--- src/rtl/dsp_host_pkg.sv ---
package dsp_host_pkg;
  localparam logic [1:0] PORT_RESET  = 2'd0;
  localparam logic [1:0] PORT_CMD    = 2'd1;
  localparam logic [1:0] PORT_REPLY  = 2'd2;
  localparam logic [1:0] PORT_RSTAT  = 2'd3;

  localparam logic [7:0] READY_BYTE  = 8'hAA;
  localparam logic [7:0] EMPTY_BYTE  = 8'hFF;

  typedef enum logic [1:0] {
    SRC_READY = 2'd0,
    SRC_MAJOR = 2'd1,
    SRC_MINOR = 2'd2
  } pushSrc_e;

  typedef struct packed {
    logic     flush;
    logic     push;
    pushSrc_e src;
    logic     pop;
  } queueCtl_t;
endpackage

--- src/rtl/dsp_host_ctrl.sv ---
module dsp_host_ctrl
  import dsp_host_pkg::*;
#(
  parameter int         BUSY_CYCLES = 4,
  parameter logic [7:0] CMD_VERSION = 8'hE1
) (
  input  logic       clk,
  input  logic       rstN,
  input  logic [1:0] addr,
  input  logic       rdStb,
  input  logic       wrStb,
  input  logic [7:0] wrData,
  output queueCtl_t  qCtl,
  output logic       heldFlag,
  output logic       busyFlag
);
  localparam int BCNT_W = $clog2(BUSY_CYCLES + 1);

  logic [BCNT_W-1:0] busyCnt;
  logic              minorPend;
  logic              rstWrite, cmdAccept, holdReq;

  assign busyFlag  = heldFlag || (busyCnt != '0);
  assign rstWrite  = wrStb && (addr == PORT_RESET);
  assign holdReq   = rstWrite && wrData[0];
  assign cmdAccept = wrStb && (addr == PORT_CMD) && !busyFlag;

  always_ff @(posedge clk) begin
    if (!rstN) begin
      heldFlag  <= 1'b0;
      busyCnt   <= '0;
      minorPend <= 1'b0;
    end else if (rstWrite) begin
      heldFlag  <= wrData[0];
      minorPend <= 1'b0;
      if (wrData[0]) busyCnt <= '0;
      else if (busyCnt != '0) busyCnt <= busyCnt - 1'b1;
    end else begin
      minorPend <= cmdAccept && (wrData == CMD_VERSION);
      if (cmdAccept) busyCnt <= BCNT_W'(BUSY_CYCLES);
      else if (busyCnt != '0) busyCnt <= busyCnt - 1'b1;
    end
  end

  always_comb begin
    qCtl       = '0;
    qCtl.flush = holdReq;
    qCtl.pop   = rdStb && (addr == PORT_REPLY);
    if (rstWrite && !wrData[0] && heldFlag) begin
      qCtl.push = 1'b1;
      qCtl.src  = SRC_READY;
    end else if (cmdAccept && (wrData == CMD_VERSION)) begin
      qCtl.push = 1'b1;
      qCtl.src  = SRC_MAJOR;
    end else if (minorPend && !holdReq) begin
      qCtl.push = 1'b1;
      qCtl.src  = SRC_MINOR;
    end
  end
endmodule

--- src/rtl/dsp_host_dp.sv ---
module dsp_host_dp
  import dsp_host_pkg::*;
#(
  parameter int         FIFO_DEPTH = 4,
  parameter logic [7:0] VER_MAJOR  = 8'd4,
  parameter logic [7:0] VER_MINOR  = 8'd5
) (
  input  logic       clk,
  input  logic       rstN,
  input  queueCtl_t  qCtl,
  input  logic [1:0] addr,
  input  logic       rdStb,
  input  logic       busyFlag,
  output logic       availFlag,
  output logic [7:0] rdData
);
  localparam int PTR_W = (FIFO_DEPTH > 1) ? $clog2(FIFO_DEPTH) : 1;
  localparam int QCNT_W = $clog2(FIFO_DEPTH + 1);

  logic [7:0]        store [FIFO_DEPTH];
  logic [PTR_W-1:0]  wrPtr, rdPtr;
  logic [QCNT_W-1:0] fill;
  logic [7:0]        pushByte;
  logic              doPush, doPop;

  function automatic logic [PTR_W-1:0] nextPtr(input logic [PTR_W-1:0] p);
    return (p == PTR_W'(FIFO_DEPTH - 1)) ? '0 : p + 1'b1;
  endfunction

  always_comb begin
    unique case (qCtl.src)
      SRC_MAJOR: pushByte = VER_MAJOR;
      SRC_MINOR: pushByte = VER_MINOR;
      default:   pushByte = READY_BYTE;
    endcase
  end

  assign availFlag = (fill != '0);
  assign doPush    = qCtl.push && (fill != QCNT_W'(FIFO_DEPTH));
  assign doPop     = qCtl.pop && availFlag;

  always_ff @(posedge clk) begin
    if (!rstN || qCtl.flush) begin
      wrPtr <= '0;
      rdPtr <= '0;
      fill  <= '0;
    end else begin
      if (doPush) begin
        store[wrPtr] <= pushByte;
        wrPtr        <= nextPtr(wrPtr);
      end
      if (doPop) rdPtr <= nextPtr(rdPtr);
      if (doPush && !doPop) fill <= fill + 1'b1;
      else if (doPop && !doPush) fill <= fill - 1'b1;
    end
  end

  always_comb begin
    rdData = 8'h00;
    if (rdStb) begin
      unique case (addr)
        PORT_CMD:   rdData = {busyFlag, 7'b0};
        PORT_REPLY: rdData = availFlag ? store[rdPtr] : EMPTY_BYTE;
        PORT_RSTAT: rdData = {availFlag, 7'b0};
        default:    rdData = 8'h00;
      endcase
    end
  end
endmodule

--- src/rtl/dsp_host_port.sv ---
module dsp_host_port
  import dsp_host_pkg::*;
#(
  parameter int         BUSY_CYCLES = 4,
  parameter int         FIFO_DEPTH  = 4,
  parameter logic [7:0] CMD_VERSION = 8'hE1,
  parameter logic [7:0] VER_MAJOR   = 8'd4,
  parameter logic [7:0] VER_MINOR   = 8'd5
) (
  input  logic       clk,
  input  logic       rstN,
  input  logic [1:0] addr,
  input  logic       rdStb,
  input  logic       wrStb,
  input  logic [7:0] wrData,
  output logic [7:0] rdData
);
  queueCtl_t qCtl;
  logic      heldFlag, busyFlag, availFlag;

  dsp_host_ctrl #(
    .BUSY_CYCLES(BUSY_CYCLES),
    .CMD_VERSION(CMD_VERSION)
  ) ctrl_i (
    .clk(clk), .rstN(rstN), .addr(addr), .rdStb(rdStb), .wrStb(wrStb),
    .wrData(wrData), .qCtl(qCtl), .heldFlag(heldFlag), .busyFlag(busyFlag)
  );

  dsp_host_dp #(
    .FIFO_DEPTH(FIFO_DEPTH),
    .VER_MAJOR(VER_MAJOR),
    .VER_MINOR(VER_MINOR)
  ) dp_i (
    .clk(clk), .rstN(rstN), .qCtl(qCtl), .addr(addr), .rdStb(rdStb),
    .busyFlag(busyFlag), .availFlag(availFlag), .rdData(rdData)
  );
endmodule

--- config.mk ---
export PLATFORM = sky130hd
export DESIGN_NAME = dsp_host_port
export DESIGN_NICKNAME = d
export VERILOG_FILES = /design/src/rtl/dsp_host_pkg.sv /design/src/rtl/dsp_host_ctrl.sv /design/src/rtl/dsp_host_dp.sv /design/src/rtl/dsp_host_port.sv
export SDC_FILE = /design/constraint.sdc
export NUM_CORES = 1
export LEC_CHECK = 0
export BUFFER_PORTS_ARGS = -buffer_cell sky130_fd_sc_hd__buf_2
export CAP_MARGIN = 25
export CORE_MARGIN = 2
export CORE_UTILIZATION = 40
export DETAILED_ROUTE_END_ITERATION = 6
export PLACE_DENSITY_LB_ADDON = 0.3
export SLEW_MARGIN = 5
export SYNTH_ARGS = -nofsm -noshare
export SYNTH_HDL_FRONTEND = slang
export SYNTH_SLANG_ARGS = --single-unit
--- constraint.sdc ---
create_clock -name clk -period 3.9 [get_ports clk]
set_clock_uncertainty 0.2 [all_clocks]
set_input_delay 0.78 -clock clk [delete_from_list [all_inputs] [get_ports clk]]
set_output_delay 0.78 -clock clk [all_outputs]
set_load 0.01 [all_outputs]
# Word level (Yosys, flattened, before mapping)
# Memory sizes are Yosys's and may differ from the RTL's. A register that Yosys moved wholly into a read port is not among the register bits.
# Index checks and enable logic that the tools add are counted.
[word_totals]
reg_bits = 12
ram_bits = 32
in_bits = 14
output_inout_bits = 8
word_cells = 68
mem_count = 1
[op_classes]
add_sub_neg = 5
n_eq_ne = 9
n_mux = 20
bitwise = 1
n_reduce_logical = 26
[memory_table]
columns = ["name", "depth", "width", "rd", "rd_ports_with_merged_regs", "wr", "line", "text"]
rows = [
  ["dp_i.store", 4, 8, 1, 1, 1, "dsp_host_dp.sv:20", "logic [7:0] store [FIFO_DEPTH];"],
]
[op_table]
columns = ["operator", "n"]
rows = [
  ["$mux W3", 9],
  ["$pmux W8 S3", 1],
  ["$mux W8", 2],
  ["$pmux W8 S2", 1],
  ["$logic_and A1 B1 Y1", 13],
  ["$eq A2 B2 Y1 const B", 5],
  ["$eq A8 B8 Y1 const B", 1],
  ["$mux W2", 4],
  ["$logic_not A1 Y1", 6],
  ["$reduce_bool A3 Y1", 2],
  ["$sub A3 B1 Y3 const B", 2],
  ["$add A2 B1 Y2 const B", 2],
  ["$eq A2 B1 Y1 const B", 2],
  ["$add A3 B1 Y3 const B", 1],
  ["$mux W1", 3],
  ["$ne A3 B3 Y1 const B", 1],
  ["$logic_not A2 Y1", 1],
  ["$logic_or A1 B1 Y1", 2],
  ["$reduce_bool A2 Y1", 1],
  ["$reduce_or A2 Y1", 1],
  ["$not A1 Y1", 1],
]

# Depth between registers and ports, before layout
[depth]
word_depth = 13
depth_mapped = 11
depth_no_buf = 11

# Hierarchy
# Synthesis repeated with hierarchy kept, for this count alone.
[unflattened]
hier_cells = 120
area_unflattened_um2 = 1340.0
[by_module_without_submodules]
columns = ["mod", "instances", "cells_per_inst", "area_per_inst_um2", "seq_area_each_um2"]
rows = [
  ["dsp_host_dp", 1, 84, 1006.0, 540.5],
  ["dsp_host_ctrl", 1, 36, 334.1, 100.1],
]

# Least setup slack after synthesis
# No wires, ideal clock.
[synth_timing]
path_kind = "input -> register"
startpoint = "in addr[0]"
endpoint = "reg dp_i.fill[2]"
setup_time_ns = 0.070
arrival_time_ns = 3.174
required_ns = 3.630
setup_slack_ns = 0.456
path_stages = 9
path_buffers = 0
path_cell_list = "or3b_4 or3b_4 a32oi_4 ha_1 inv_1 fa_1 xor2_1 or3_1 a21oi_1"
[synth_between]
elab_chain_cells = 12
elab_cells_between_ends = 25
classes_between = "eq/ne (2); mux (4); reduce/logical (19)"
[synth_rtl]
columns = ["item", "line", "text"]
rows = [
  ["start, declared", "dsp_host_port.sv:12", "input logic [1:0] addr,"],
  ["$logic_not A2 Y1", "dsp_host_ctrl.sv:24", "assign rstWrite = wrStb && (addr == PORT_RESET);"],
  ["$logic_and A1 B1 Y1", "dsp_host_ctrl.sv:24", ""],
  ["$logic_and A1 B1 Y1", "dsp_host_ctrl.sv:25", "assign holdReq = rstWrite && wrData[0];"],
  ["$logic_not A1 Y1", "dsp_host_ctrl.sv:55", "end else if (minorPend && !holdReq) begin"],
  ["$logic_and A1 B1 Y1", "dsp_host_ctrl.sv:55", ""],
  ["$mux W3", "dsp_host_ctrl.sv:55", ""],
  ["$mux W3", "dsp_host_ctrl.sv:52", "end else if (cmdAccept && (wrData == CMD_VERSION)) begin"],
  ["$mux W3 (*)", "dsp_host_ctrl.sv:49", "if (rstWrite && !wrData[0] && heldFlag) begin"],
  ["$logic_and A1 B1 Y1 (*)", "dsp_host_dp.sv:39", "assign doPush = qCtl.push && (fill != QCNT_W'(FIFO_DEPTH));"],
  ["via dp_i.doPush", "dsp_host_dp.sv:24", "logic doPush, doPop;"],
  ["$logic_not A1 Y1", "dsp_host_dp.sv:54", "else if (doPop && !doPush) fill <= fill - 1'b1;"],
  ["$logic_and A1 B1 Y1", "dsp_host_dp.sv:54", ""],
  ["$reduce_bool A2 Y1 (no line)", "--", ""],
  ["end signal, assigned", "dsp_host_dp.sv:53", "if (doPush && !doPop) fill <= fill + 1'b1;"],
  ["end signal, assigned", "dsp_host_dp.sv:54", ""],
  ["end, declared", "dsp_host_dp.sv:22", "logic [QCNT_W-1:0] fill;"],
]
# Mark *: on every way through the listed nets, which the timed path passes. The rest lies on a longest branch.
# A chain may end at the register's enable or synchronous reset.

# Worst setup path in the final report
# Ends and elaborated chain as after synthesis.

==> flow_summary.yaml <==
die:
  core-area_sq_um: 3100
  die_height_um: 61.5
  initial_utilization_pct: 42.6
  rows: 20
  dieArea_sq_um: 3780
  top_level_ports: 22
  die_w_um: 61.5
grt:
  grt_pass1_wl_mm: 3.78
  first_global_vias: 874
  overflow: 0
  grt_max_degree: 15
  grt_util_all_layers_pct: 13.9
  grt_antenna_before_repair: 0
hold_path:
  hp-class: "reg -> reg"
  min_from: "ctrl_i.busyCnt[1]"
  holdPathStages: 2
  holdPathEnd: "ctrl_i.busyCnt[1]"
setup_path:
  crit_cells: 10
  worstReg2RegEnd: "dp_i.fill[2]"
  crit_required_ns: 3.95
  crit_family: "simple AND/OR/NAND/NOR gates"
  crit_top_cell: "or3b_4"
  rr_worst_depth: 11
  cpPeakStageDelay_ns: 0.44
  cp.buffers_inverters: 2
  r2r-start: "ctrl_i.busyCnt[0]"
  reg2reg_slack_ns: 0.73
  crit_fanout: 7
  cpMaxStageDelayCell: "fa_1"
  arrival_ns: 3.48
  startpoint_type: "input pin"
  cp-end-kind: "register"
  cp_cell_sequence: "buf_2 > or3b_4 > or3b_4 > a32oi_4 > ha_1 > inv_1 > fa_1 > xor2_1 > or3_1 > a21oi_1"
  worstSetupPathType: "in -> reg"
logic_synthesis:
  seq_area_frac_synth_pct: 48.5
  yosysMostFrequentCell: "nor2_1"
  synth-async-reset-ratio_pct: 0
  netlist_area_sq_um: 1320
  yosysWarningCount: 0
  ys_types: 35
  synth_common_cells: "nor2_1 (17), dfxtp_1 (14), nand2_1 (13), edfxtp_1 (12), ha_1 (9)"
  postSynthCellCount: 119
  avgSynthCellArea_sq_um: 11.1
  synth_top_area_share_pct: 27.3
  synth_nets: 143
  synth-edff-count: 12
  synth_flop_cell: "dfxtp_1"
  ys_ff_latch: 26
  yosysTopAreaCell: "edfxtp_1"
  yosys-top-cells-area: "edfxtp_1 (27%), dfxtp_1 (21%), ha_1 (8.5%), mux4_2 (5.1%), nor2_1 (4.8%)"
cts:
  cts_max_path_buffers: 2
  cts_root_buf: "clkbuf_4"
  htree_levels: 1
  clock-sinks: 26
  numCtsBuffers: 3
  cts_resized: 0
  post_cts_buffers: 0
  clk_latency_ns: 0.32
  tritoncts: "done"
  cts_hold_buffers: 0
  clk_pin_slew_ns: 0.14
routing:
  routed_wl_mm: 2.32
  dr.pass1.iters: 4
  viasPerCell: 4.86
  drtIter0Drc: 39
  ant_nets: 0
  num_vias: 899
  wl_per_cell_um: 12.5
  drc_errors: 0
timing:
  worst_pin_slew_ns: 0.285
  fin_crit_sh_pct: 87.8
  relSlewSlack_pct: 81.0
  setup_tns_ns: 0
  rsz0062_at_grt: "false"
  post-route-min-period_ns: 3.42
  max_freq_ghz: 0.292
  timing.final.ws_setup_ns: 0.475
  hold_viol: 0
  hold_ws_ns: 0.308
  slew_viol_final: 0
  finalSetupViolations: 0
place:
  dpl_cell_area_sq_um: 1460
  gp_congestion: 0.710
  portBuffers: 21
  place.detailed.hpwl_mm: 1.88
  post-place-ws_ns: 0.150
power:
  power.share.switching_pct: 25.8
  power.leakage_nw: 0.636
  p_clk_share_pct: 24.6
  seq_power_share_pct: 55.4
  internal_power_w: 0.000406
  switching_power_w: 0.000141
  comb_power_share_pct: 20.1
  irDropWorstVdd_mv: 0.150
  power.density_nw_per_um2: 365
cells_and_area:
  antenna_cells: 0
  areaGrowthSynthToFinish_pct: 13.4
  finalInstanceArea_sq_um: 1500
  layout-drive-gt1-share_pct: 24.8
  nets: 166
run:
  maxCapViolations: 0
outcome:
  outcome: "finished, final reports clean"
[cell families after synthesis]
family                     synth area share [%]
muxes                                      8.24
adders and majority gates                  10.0
buffers and inverters                      3.98
AOI/OAI and AO/OA                          7.86
and+or+nand+nor                            19.4
xor gates and xnor gates                   1.99
DFF                                        48.5
[metal layers]
| metal | up-vias | global-route usage, % | routed length, um |
|---|---|---|---|
| met5 | - | 0 | 0 |
| met1 | 415 | 15.6 | 1050 |
| met3 | 4 | 4.41 | 87 |
| li1 | 463 | - | - |
| met2 | 17 | 25.1 | 1160 |
| met4 | 0 | 4.56 | 23 |
[final cells by class]
| type | instances | area [sq um] |
|---|---|---|
| flip-flops and latches | 26 | 641 |
| repair buffers | 22 | 113 |
| clock buffers | 4 | 36.3 |
| inverters | 7 | 26.3 |
| multi-input cells | 82 | 628 |
| well taps | 44 | 55.1 |
| fillers | 296 | 1600 |
[state kept, by name (all words and copies together), names as in the netlist, named ones only]
| signal | count |
|---|---|
| ctrl_i.busyCnt | 3 |
| ctrl_i.heldFlag | 1 |
| ctrl_i.minorPend | 1 |
| dp_i.fill | 3 |
| dp_i.rdPtr | 2 |
| dp_i.store | 12 |
| dp_i.wrPtr | 2 |
[how the worst max path moves through the flow]
stage	from	to
floorplan	addr[0]	dp_i.fill[2]
global placement	addr[0]	dp_i.fill[2]
detailed placement	addr[0]	dp_i.fill[2]
CTS	addr[0]	dp_i.fill[2]
global route	addr[0]	dp_i.fill[2]
finish	addr[0]	dp_i.fill[2]
[stage by stage]
stage / util, % / power [W] / cells
floorplan: - / 0.000392 / 119
global placement: 47.1 / 0.000413 / 181
detailed placement: 47.1 / 0.000417 / 181
CTS: 48.3 / 0.000551 / 185
global route: 48.3 / 0.000576 / 185
finish: 48.3 / 0.000547 / 185
[worst register-to-register path, cell delays in order (launching register included)]
cell and delay [ns]:
dfxtp_1 0.33, inv_1 0.10, ha_1 0.20, nor2b_1 0.25, nand4_1 0.27, a32oi_4 0.35, ha_1 0.25, inv_1 0.08
fa_1 0.44, xor2_1 0.18, or3_1 0.31, a21oi_1 0.14
[cell usage in the layout, fill, tap and decap left out, types with 2 or more instances in the layout]
cell type and n:
inv_1 7, mux4_2 3, buf_2 21, a21oi_1 3, xor2_1 2, or3b_4 2, ha_1 9, o21ai_0 3
edfxtp_1 12, nor2b_1 2, mux2i_1 3, and3_1 4, nand2_1 13, dfxtp_1 14, or3_1 2, clkbuf_4 3
a21boi_0 2, nor2_1 17
[power by group through the flow]
stage	combinational, W	clock (W)	sequential [W]
after floorplan	0.0000844	0	0.000307
after global placement	0.000104	0	0.000308
after detailed placement	0.000108	0	0.000309
after CTS	0.000110	0.000137	0.000303
after global routing	0.000125	0.000147	0.000304
final	0.000110	0.000134	0.000303
Note: power is estimated with default switching activity, not from simulation.
